--- config.mk ---
export PLATFORM = sky130hd
export DESIGN_NAME = step_wrap_counter
export DESIGN_NICKNAME = d
export VERILOG_FILES = /design/src/rtl/swc_pkg.sv /design/src/rtl/swc_step_adder.sv /design/src/rtl/swc_state_reg.sv /design/src/rtl/step_wrap_counter.sv
export SDC_FILE = /design/constraint.sdc
export NUM_CORES = 1
export LEC_CHECK = 0
export CELL_PAD_IN_SITES_DETAIL_PLACEMENT = 0
export CELL_PAD_IN_SITES_GLOBAL_PLACEMENT = 1
export CORE_AREA = 2 2 39 41
export CTS_CLUSTER_DIAMETER = 120
export DETAILED_ROUTE_END_ITERATION = 10
export DIE_AREA = 0 0 41 43
export GPL_TIMING_DRIVEN = 0
export PLACE_DENSITY_LB_ADDON = 0.08
export SLEW_MARGIN = 5
export SYNTH_ARGS = -nofsm -noshare
export SYNTH_HDL_FRONTEND = slang
export SYNTH_HIERARCHICAL = 1
export SYNTH_SLANG_ARGS = --single-unit
--- constraint.sdc ---
create_clock -name tick_i -period 1.93 [get_ports tick_i]
set_input_delay 0.386 -clock tick_i [delete_from_list [all_inputs] [get_ports tick_i]]
set_output_delay 0.386 -clock tick_i [all_outputs]
set_load 0.05 [all_outputs]
--- src/rtl/swc_pkg.sv ---
`timescale 1ns/1ps
package swc_pkg;
   localparam int unsigned SWC_MAX_WIDTH = 16;

   function automatic int unsigned swc_reduce_step(input int unsigned step,
                                                   input int unsigned width);
      return step % (32'd1 << width);
   endfunction
endpackage

--- src/rtl/swc_step_adder.sv ---
`timescale 1ns/1ps
module swc_step_adder #(
   parameter int unsigned WIDTH    = 3,
   parameter int unsigned STEP_MOD = 3
) (
   input  logic [WIDTH-1:0] cur_i,
   output logic [WIDTH-1:0] nxt_o
);
   generate
      if (STEP_MOD == 0) begin : g_hold
         assign nxt_o = cur_i;
      end else begin : g_add
         localparam logic [WIDTH-1:0] INC = WIDTH'(STEP_MOD);
         assign nxt_o = cur_i + INC;
      end
   endgenerate
endmodule

--- src/rtl/swc_state_reg.sv ---
`timescale 1ns/1ps
module swc_state_reg #(
   parameter int unsigned WIDTH    = 3,
   parameter int unsigned STEP_MOD = 3
) (
   input  logic             tick_i,
   input  logic             clear_i,
   input  logic             enable_i,
   input  logic [WIDTH-1:0] nxt_i,
   output logic [WIDTH-1:0] count_o
);
   localparam logic [WIDTH-1:0] STEP_VEC = WIDTH'(STEP_MOD);

   logic [WIDTH-1:0] state_q;

   always_ff @(negedge tick_i or posedge clear_i) begin
      if (clear_i)       state_q <= '0;
      else if (enable_i) state_q <= nxt_i;
   end

   assign count_o = state_q;

   // Records whether clear was seen since the previous falling transition.
   logic clr_seen_q;
   always_ff @(negedge tick_i or posedge clear_i) begin
      if (clear_i) clr_seen_q <= 1'b1;
      else         clr_seen_q <= 1'b0;
   end

   // a clear since the last transition leaves the count at zero
   assert_clear_zero_R3: assert property (@(negedge tick_i) disable iff (clear_i)
      clr_seen_q |-> count_o == '0);

   // an enabled transition with no intervening clear adds the step
   assert_step_add_R4: assert property (@(negedge tick_i) disable iff (clear_i)
      ($past(enable_i) && !clr_seen_q && !$past(clr_seen_q))
         |-> count_o == WIDTH'($past(count_o) + STEP_VEC));

   // a disabled transition holds the count
   assert_hold_R5: assert property (@(negedge tick_i) disable iff (clear_i)
      (!$past(enable_i) && !clr_seen_q && !$past(clr_seen_q)) |-> $stable(count_o));

   // first enabled transition after a clear lands on the step value
   assert_first_step_R6: assert property (@(negedge tick_i) disable iff (clear_i)
      ($past(clr_seen_q) && $past(enable_i) && !$past(clear_i) && !clr_seen_q)
         |-> count_o == STEP_VEC);
endmodule

--- src/rtl/step_wrap_counter.sv ---
`timescale 1ns/1ps
module step_wrap_counter #(
   parameter int unsigned WIDTH = 3,
   parameter int unsigned STEP  = 3
) (
   input  logic             tick_i,
   input  logic             clear_i,
   input  logic             enable_i,
   output logic [WIDTH-1:0] count_o
);
   import swc_pkg::*;

   localparam int unsigned STEP_MOD = swc_reduce_step(STEP, WIDTH);

   generate
      if (WIDTH < 1 || WIDTH > SWC_MAX_WIDTH) begin : g_bad_width
         $error("step_wrap_counter: WIDTH out of range");
      end
   endgenerate

   logic [WIDTH-1:0] nxt_w;
   logic [WIDTH-1:0] cur_w;

   swc_step_adder #(.WIDTH(WIDTH), .STEP_MOD(STEP_MOD)) u_adder (
      .cur_i (cur_w),
      .nxt_o (nxt_w)
   );

   swc_state_reg #(.WIDTH(WIDTH), .STEP_MOD(STEP_MOD)) u_state (
      .tick_i   (tick_i),
      .clear_i  (clear_i),
      .enable_i (enable_i),
      .nxt_i    (nxt_w),
      .count_o  (cur_w)
   );

   assign count_o = cur_w;
endmodule

==> out/qor.txt, run 1 <==
Final Setup Violations -> 3
Die footprint -> 0.00176 mm2
Max Slew Vio Count -> 0
Worst path max stage delay -> 0.43 ns
EDFF count, synth -> 0
WS Path Type -> reg -> out
Clock latency on the worst-skew pair -> 0.24 ns
Initial antenna violation count -> 0
DRC -> 0
Post-Syn Area -> 145 um2
Clock skew -> 0.00111 ns
Cell breakdown of the critical path -> buf_6
CORE AREA -> 0.00138 mm2
Number of port buffers -> 5
Most area-consuming cells after synthesis -> dfrtn_1 (52%), mux2_2 (23%), inv_1 (10%), ha_1 (8.6%), xnor2_1 (6.0%)
Initial Util -> 10.5%
Hold WS -> 0.509 ns
Routability cong. -> 0.611
Cells on Worst Hold Path -> 1
Largest net degree at the start of global routing -> 4
Detail Route Antenna Nets -> 0
CTS tree -> done
Worst-path clk slew -> 0.03 ns
Layout cell share with drive strength beyond 1 -> 52.0%
Outcome -> complete, but fails checks
Nets -> 30
WP buf/inv -> 1
Vias in the first global route -> 127
Total number of H-tree levels -> 1
Most frequent cells after synthesis -> inv_1 (4), dfrtn_1 (3), mux2_2 (3), ha_1 (1), xnor2_1 (1)
Worst slew pin tran -> 0.132 ns
Critical path endpoint category -> output port
CTS buffer count -> 3
Global-route wire length before repair -> 414 um
WL/cell -> 6.41 um
Post-synth top area share -> 51.7%
Via count -> 113
# clock sinks -> 3
Drt pass-1 iters -> 1
Hold Path Class -> reg -> reg
Req. time, crit path -> 1.54 ns
IO Count -> 6
Worst Path Arrival -> 1.81 ns
Slew margin rel. -> 91.2%
Synth-to-layout area growth -> 88.8%
Filler Cell Count -> 164
Final WL -> 263 um
Fin. Hold Viols -> 0
Top delay family on crit path -> flip-flops
# rows -> 14
Grt ovf -> 0
Syn Nets -> 16
Synth area leader -> dfrtn_1
Fin worst setup slack -> -0.263 ns
Nature of the critical path startpoint -> flop
Max Fanout on Critical Path -> 3
Count of unique library cells instantiated by Yosys -> 5
Syn avg cell area -> 12.1 um2
Dominant synthesized flop cell -> dfrtn_1
CTS max path bufs -> 2
Die H -> 43 um
N_diodes -> 0
Flops & latches, synth -> 3
Failing checks -> negative setup slack
Slowest CP cell -> dfrtn_1
RSZ-0062 raised after global routing -> true
Root Buffer -> clkbuf_4
Via density -> 2.76
Worst r2r path cells -> 5
Synth Warn # -> 6
Asr flop ratio synth -> 100%
Critical path depth in cells -> 1
Total track usage -> 4.02%
Max_cap viols -> 0
Top-count cell post-synth -> inv_1
Synthesized instance count -> 12
Number of DRC markers in iteration 0 -> 0
CTS Hold Bufs -> 0
Number of flip-flops under the largest register name -> 3
Die X -> 41 um
Sequential share of the synthesized area -> 51.7%
Final core utilization -> 19.8%
[cells in the final DEF, fill, tap and decap left out]
cell / netlist / routed
ha_1: 1 / 1
clkdlybuf4s50_1: 0 / 1
dlygate4sd2_1: 0 / 1
buf_4: 0 / 4
clkbuf_4: 0 / 3
xnor2_1: 1 / 1
buf_6: 0 / 3
dfrtn_1: 3 / 3
mux2_2: 3 / 3
clkbuf_1: 0 / 1
inv_1: 4 / 4
[layer usage]
metal  up-vias  GRT usage [%]  routed length (um)
met4         0           6.00                   0
met3         0           1.57                  16
met1        48           2.90                  97
met5         -              0                   0
met2         3           5.94                 149
li1         62              -                   -
[area by class of cell]
type / instances / area (um2) / share of cell area [%]
Timing Repair Buffer: 9 / 82.6 / 30.1
Tap cell: 16 / 20.0 / 7.31
Sequential cell: 3 / 75.1 / 27.4
Inverter: 4 / 15.0 / 5.48
Clock buffer: 4 / 26.3 / 9.59
Multi-Input combinational cell: 5 / 55.1 / 20.1
[worst paths after layout]
| path | start | end | slack (ns) |
|---|---|---|---|
| max | u_state/count_o[0]$_DFFE_NP0P_ | count_o[0] | -0.26 |
| min | u_state/count_o[0]$_DFFE_NP0P_ | u_state/count_o[0]$_DFFE_NP0P_ | 0.51 |
| max reg2reg | u_state/count_o[0]$_DFFE_NP0P_ | u_state/count_o[2]$_DFFE_NP0P_ | 0.61 |
| min reg2reg | u_state/count_o[0]$_DFFE_NP0P_ | u_state/count_o[0]$_DFFE_NP0P_ | 0.51 |
| max in group asynchronous | clear_i | u_state/count_o[0]$_DFFE_NP0P_ | 0.61 |
| min in group asynchronous | clear_i | u_state/count_o[2]$_DFFE_NP0P_ | 1.16 |
[stage by stage]
| step | std cells | TNS [ns] | worst slack, ns | cell area [um2] |
|---|---|---|---|---|
| after global placement | 33 | -3.37 | -0.665 | 215 |
| after CTS | 38 | -0.820 | -0.284 | 251 |
| after detailed placement | 33 | -3.34 | -0.657 | 215 |
| after floorplan | 12 | -0.308 | -0.112 | 145 |
| final | 41 | -0.763 | -0.263 | 274 |
| after global routing | 41 | -0.833 | -0.290 | 274 |
[worst reg2reg max path: stages (launching register included)]
cell,delay [ns]
dfrtn_1,0.43
buf_4,0.12
inv_1,0.04
ha_1,0.20
xnor2_1,0.12
mux2_2,0.26
[logic make-up after synthesis]
group,synth area share [%]
adders and majority gates,8.62
buffers and inverters,10.3
xor gates and xnor gates,6.04
muxes,23.3
DFF,51.7
[what timing repair did]
item	in CTS	in global routing
buffers inserted	1	3
resized for setup	22	0
setup endpoints to repair	6	3
Power of run 1 is left out: the tool's default activity adds up to more than one toggle a clock period on the data nets, which glitch-free logic cannot reach.
==> run 2: changes to the inputs <==
Settings changed: RECOVER_POWER set to 50.
==> run 2 against run 1 <==
Net effect:
- the flow still finishes with violations (negative setup slack)
- utilization stayed put
- sequential cell count unchanged
- non-clock buffer count is the same
- die area unchanged
- design area did not move
- sequential share of layout area stayed put
- clock-buffer cell count did not move
- hold slack unchanged
- via count did not move
==> out/qor.txt, run 2 (synthesis results as in run 1) <==
Largest net degree at the start of global routing -> 4
CTS buffer count -> 3
Slew margin rel. -> 91.2%
# placed instances -> 33
Worst Path Arrival -> 1.81 ns
Number of flip-flops under the largest register name -> 3
Nets -> 30
Final WL -> 263 um
Final Setup Violations -> 3
Synth-to-layout area growth -> 88.8%
CTS Hold Bufs -> 0
N_diodes -> 0
Critical path endpoint category -> output port
Initial antenna violation count -> 0
Global-route wire length before repair -> 414 um
Slowest CP cell -> dfrtn_1
WP buf/inv -> 1
DRC -> 0
Clock skew -> 0.00114 ns
WL/cell -> 6.41 um
Final Instance Count excl. Fillers -> 41
Top delay family on crit path -> flip-flops
# rows -> 14
Via density -> 2.76
Worst slew pin tran -> 0.132 ns
Max_cap viols -> 0
Routability cong. -> 0.611
Setup TNS Final -> -0.763 ns
CTS tree -> done
Fin. Hold Viols -> 0
Worst-path clk slew -> 0.03 ns
Die X -> 41 um
Max Slew Vio Count -> 0
Cell breakdown of the critical path -> buf_6
Number of port buffers -> 5
Vias in the first global route -> 127
Total number of H-tree levels -> 1
Detail Route Antenna Nets -> 0
Max Fanout on Critical Path -> 3
Initial Util -> 10.5%
Die footprint -> 0.00176 mm2
Via count -> 113
Die H -> 43 um
IO Count -> 6
Clock latency on the worst-skew pair -> 0.24 ns
Worst path max stage delay -> 0.43 ns
Most frequent cells in the layout -> buf_4 (4), inv_1 (4)
Number of DRC markers in iteration 0 -> 0
Fin worst setup slack -> -0.263 ns
Outcome -> complete, but fails checks
Hold WS -> 0.509 ns
Drt pass-1 iters -> 1
CTS max path bufs -> 2
Layout cell share with drive strength beyond 1 -> 52.0%
Total track usage -> 4.02%
# clock sinks -> 3
Hold Path Class -> reg -> reg
WS Path Type -> reg -> out
RSZ-0062 raised after global routing -> true
Root Buffer -> clkbuf_4
Req. time, crit path -> 1.54 ns
Grt ovf -> 0
CORE AREA -> 0.00138 mm2
Failing checks -> negative setup slack
Nature of the critical path startpoint -> flop
## run 2: routing by layer
layer  global-route usage, %  wire (um)  vias up
li1                        -          -       62
met1                    2.90         97       48
met2                    5.94        148        3
met3                    1.57         16        0
met4                    6.00          0        0
met5                       0          0        -
## run 2: timing repair
item                                    in CTS  in global routing
setup buffers                                1                  3
endpoints found under the setup margin       6                  3
pin swaps                                    0                  0
hold endpoints to repair                     0                  0
gates resized for setup                     22                  0
## run 2: layout make-up
type / instances / area [um2]
Fill cell: 164 / 1110
Inverter: 4 / 15.0
Clock buffer: 4 / 26.3
Sequential cell: 3 / 75.1
Multi-Input combinational cell: 5 / 55.1
Tap cell: 16 / 20.0
Timing Repair Buffer: 9 / 82.6
## run 2: per-stage QoR
step	worst slack (ns)	utilization, %	area (um2)
finish	-0.263	19.8	274
global route	-0.290	19.8	274
CTS	-0.284	18.2	251
detailed placement	-0.657	15.6	215
global placement	-0.665	15.6	215
floorplan	-0.112	-	145
## run 2: path summary, 6_finish.rpt
| kind | end | startpoint | slack [ns] | cells after the start |
|---|---|---|---|---|
| min reg2reg | u_state/count_o[0]$_DFFE_NP0P_ | u_state/count_o[0]$_DFFE_NP0P_ | 0.51 | 1 |
| max reg2reg | u_state/count_o[2]$_DFFE_NP0P_ | u_state/count_o[0]$_DFFE_NP0P_ | 0.61 | 5 |
| min | u_state/count_o[0]$_DFFE_NP0P_ | u_state/count_o[0]$_DFFE_NP0P_ | 0.51 | 1 |
| max in group asynchronous | u_state/count_o[0]$_DFFE_NP0P_ | clear_i | 0.47 | 2 |
| max | count_o[0] | u_state/count_o[0]$_DFFE_NP0P_ | -0.26 | 1 |
| min in group asynchronous | u_state/count_o[2]$_DFFE_NP0P_ | clear_i | 1.30 | 2 |
Power of run 2 is left out for the same reason.
==> run 3: changes to the inputs <==
Settings changed: SYNTH_HIERARCHICAL 1 to not set.
==> run 3 against run 2 <==
Net effect:
- routed wire length rose by 10%
- via count is 0.88% higher
- sequential share of layout area grew 2.3 points
- hold slack improved by 0.021 ns
- largest cell class is now flip-flops and latches
- the run still ends with negative setup slack left
- critical path type unchanged
- clock skew about the same
- utilization is 1.5 points lower
- critical path depth is the same
- critical endpoint is now count_o[1]
- area after synthesis shrank 9.5%
- die area stayed put
- first-iteration DRC count did not move
==> out/qor.txt, run 3 <==
Outcome -> complete, but fails checks
Failing checks -> negative setup slack
Via density -> 2.85
Worst r2r path cells -> 5
Number of flip-flops under the largest register name -> 3
Syn Nets -> 16
Worst Path Arrival -> 1.82 ns
Most frequent cells after synthesis -> dfrtn_1 (3), inv_1 (3)
Worst path max stage delay -> 0.44 ns
Reg area -> 75.1 um2
Die H -> 43 um
CORE AREA -> 0.00138 mm2
Detail Route Antenna Nets -> 0
Worst-path clk slew -> 0.03 ns
Critical path endpoint category -> output port
Sequential share of the synthesized area -> 57.1%
# rows -> 14
CTS tree -> done
Dominant synthesized flop cell -> dfrtn_1
# clock sinks -> 3
Number of port buffers -> 5
Total number of H-tree levels -> 1
Number of DRC markers in iteration 0 -> 0
Die X -> 41 um
Drt pass-1 iters -> 1
Max Fanout on Critical Path -> 3
Initial antenna violation count -> 0
Total track usage -> 4.93%
Count of unique library cells instantiated by Yosys -> 8
Critical path depth in cells -> 1
WS Path Type -> reg -> out
Global-route wire length before repair -> 476 um
GR met1 Demand/Resource -> 5.18%
Worst slew pin tran -> 0.171 ns
WP buf/inv -> 1
Fin worst setup slack -> -0.274 ns
Final instance area -> 253 um2
Initial Util -> 9.49%
EDFF count, synth -> 0
Max_cap viols -> 0
Root Buffer -> clkbuf_4
Post-synth top area share -> 57.1%
DRC -> 0
Largest net degree at the start of global routing -> 5
Footprint of the multi-input gates -> 45.0 um2
Nets -> 29
CTS max path bufs -> 2
CTS buffer count -> 3
Met2 Track Usage GR -> 4.38%
Filler Cell Count -> 165
Cells on Worst Hold Path -> 2
IO Count -> 6
Slowest CP cell -> dfrtn_1
Hold Path Class -> reg -> reg
Req. time, crit path -> 1.54 ns
Die footprint -> 0.00176 mm2
Asr flop ratio synth -> 100%
Syn avg cell area -> 10.9 um2
Most area-consuming cells after synthesis -> dfrtn_1 (57%), ha_1 (9.5%), inv_1 (8.6%), xnor2_1 (6.7%), xor2_1 (6.7%)
Clock skew -> 0.00130 ns
Max Slew Vio Count -> 0
CTS Hold Bufs -> 0
Synthesized instance count -> 12
Flops & latches, synth -> 3
RSZ-0062 raised after global routing -> true
Cell breakdown of the critical path -> buf_6
Synth Warn # -> 0
WL/cell -> 7.25 um
Synth area leader -> dfrtn_1
Vias in the first global route -> 109
Grt ovf -> 0
Final Setup Violations -> 3
Most frequent cells in the layout -> inv_1 (3), clkbuf_4 (3), buf_6 (3), buf_4 (3), dfrtn_1 (3)
Fin. Hold Viols -> 0
Final WL -> 290 um
Routability cong. -> 0.580
N_diodes -> 0
Nature of the critical path startpoint -> flop
Post-Syn Area -> 131 um2
Layer with the highest usage -> met4
Synth-to-layout area growth -> 92.4%
Clock latency on the worst-skew pair -> 0.25 ns
Top delay family on crit path -> flip-flops
Met3 usage in global routing -> 5.24%
Layout cell share with drive strength beyond 1 -> 37.5%
Via count -> 114
Slew margin rel. -> 88.6%
Placed Area -> 201 um2
[run 3: timing repair]
item	in CTS	in global routing
buffers inserted	2	1
hold endpoints to repair	0	0
endpoints found under the setup margin	4	3
resized for setup	22	0
[run 3: kinds of logic (layout without fill, tap and decap cells)]
group | after synthesis | count (layout) | share of synthesized area (%)
buf+inv | 3 | 15 | 8.57
fa+ha+maj | 1 | 1 | 9.52
compound gates | 1 | 1 | 3.81
simple gates | 2 | 2 | 7.62
xor+xnor | 2 | 2 | 13.3
flops | 3 | 3 | 57.1
[run 3: layer usage]
metal	wire, um	share of wire, %	up-vias
li1	-	-	60
met1	122	42	50
met2	130	45	4
met3	37	13	0
met4	0	0	0
met5	0	0	-
[run 3: final cells by class]
| cell class | count | area share [%] |
|---|---|---|
| flip-flops and latches | 3 | 29.7 |
| multi-input cells | 6 | 17.8 |
| well taps | 16 | 7.92 |
| repair buffers | 8 | 29.7 |
| inverters | 3 | 4.46 |
| clock buffers | 4 | 10.4 |
[run 3: through the flow]
step | setup slack (ns) | utilization, % | hold WS, ns | setup TNS, ns | std cells
global placement | -0.675 | 14.6 | 0.437 | -2.88 | 33
detailed placement | -0.667 | 14.6 | 0.427 | -2.79 | 33
CTS | -0.292 | 17.7 | 0.541 | -0.823 | 39
floorplan | -0.113 | - | 0.651 | -0.314 | 12
finish | -0.274 | 18.3 | 0.530 | -0.775 | 40
global route | -0.306 | 18.3 | 0.565 | -0.878 | 40
[run 3: tightest hold or removal path: cells and delay by family, from the launching register on]
family          cells  cell delay, ns
flops               1            0.44
compound gates      1            0.10
simple gates        1            0.06
[run 3: worst paths after layout]
path                                                 from                             end  slack, ns
setup / recovery           u_state.count_o[1]$_DFFE_NP0P_                      count_o[1]      -0.27
hold / removal             u_state.count_o[1]$_DFFE_NP0P_  u_state.count_o[1]$_DFFE_NP0P_       0.53
setup reg to reg           u_state.count_o[0]$_DFFE_NP0P_  u_state.count_o[2]$_DFFE_NP0P_       0.74
hold reg to reg            u_state.count_o[1]$_DFFE_NP0P_  u_state.count_o[1]$_DFFE_NP0P_       0.53
max in group asynchronous                         clear_i  u_state.count_o[2]$_DFFE_NP0P_       0.47
min in group asynchronous                         clear_i  u_state.count_o[1]$_DFFE_NP0P_       1.29
Power of run 3 is left out for the same reason.
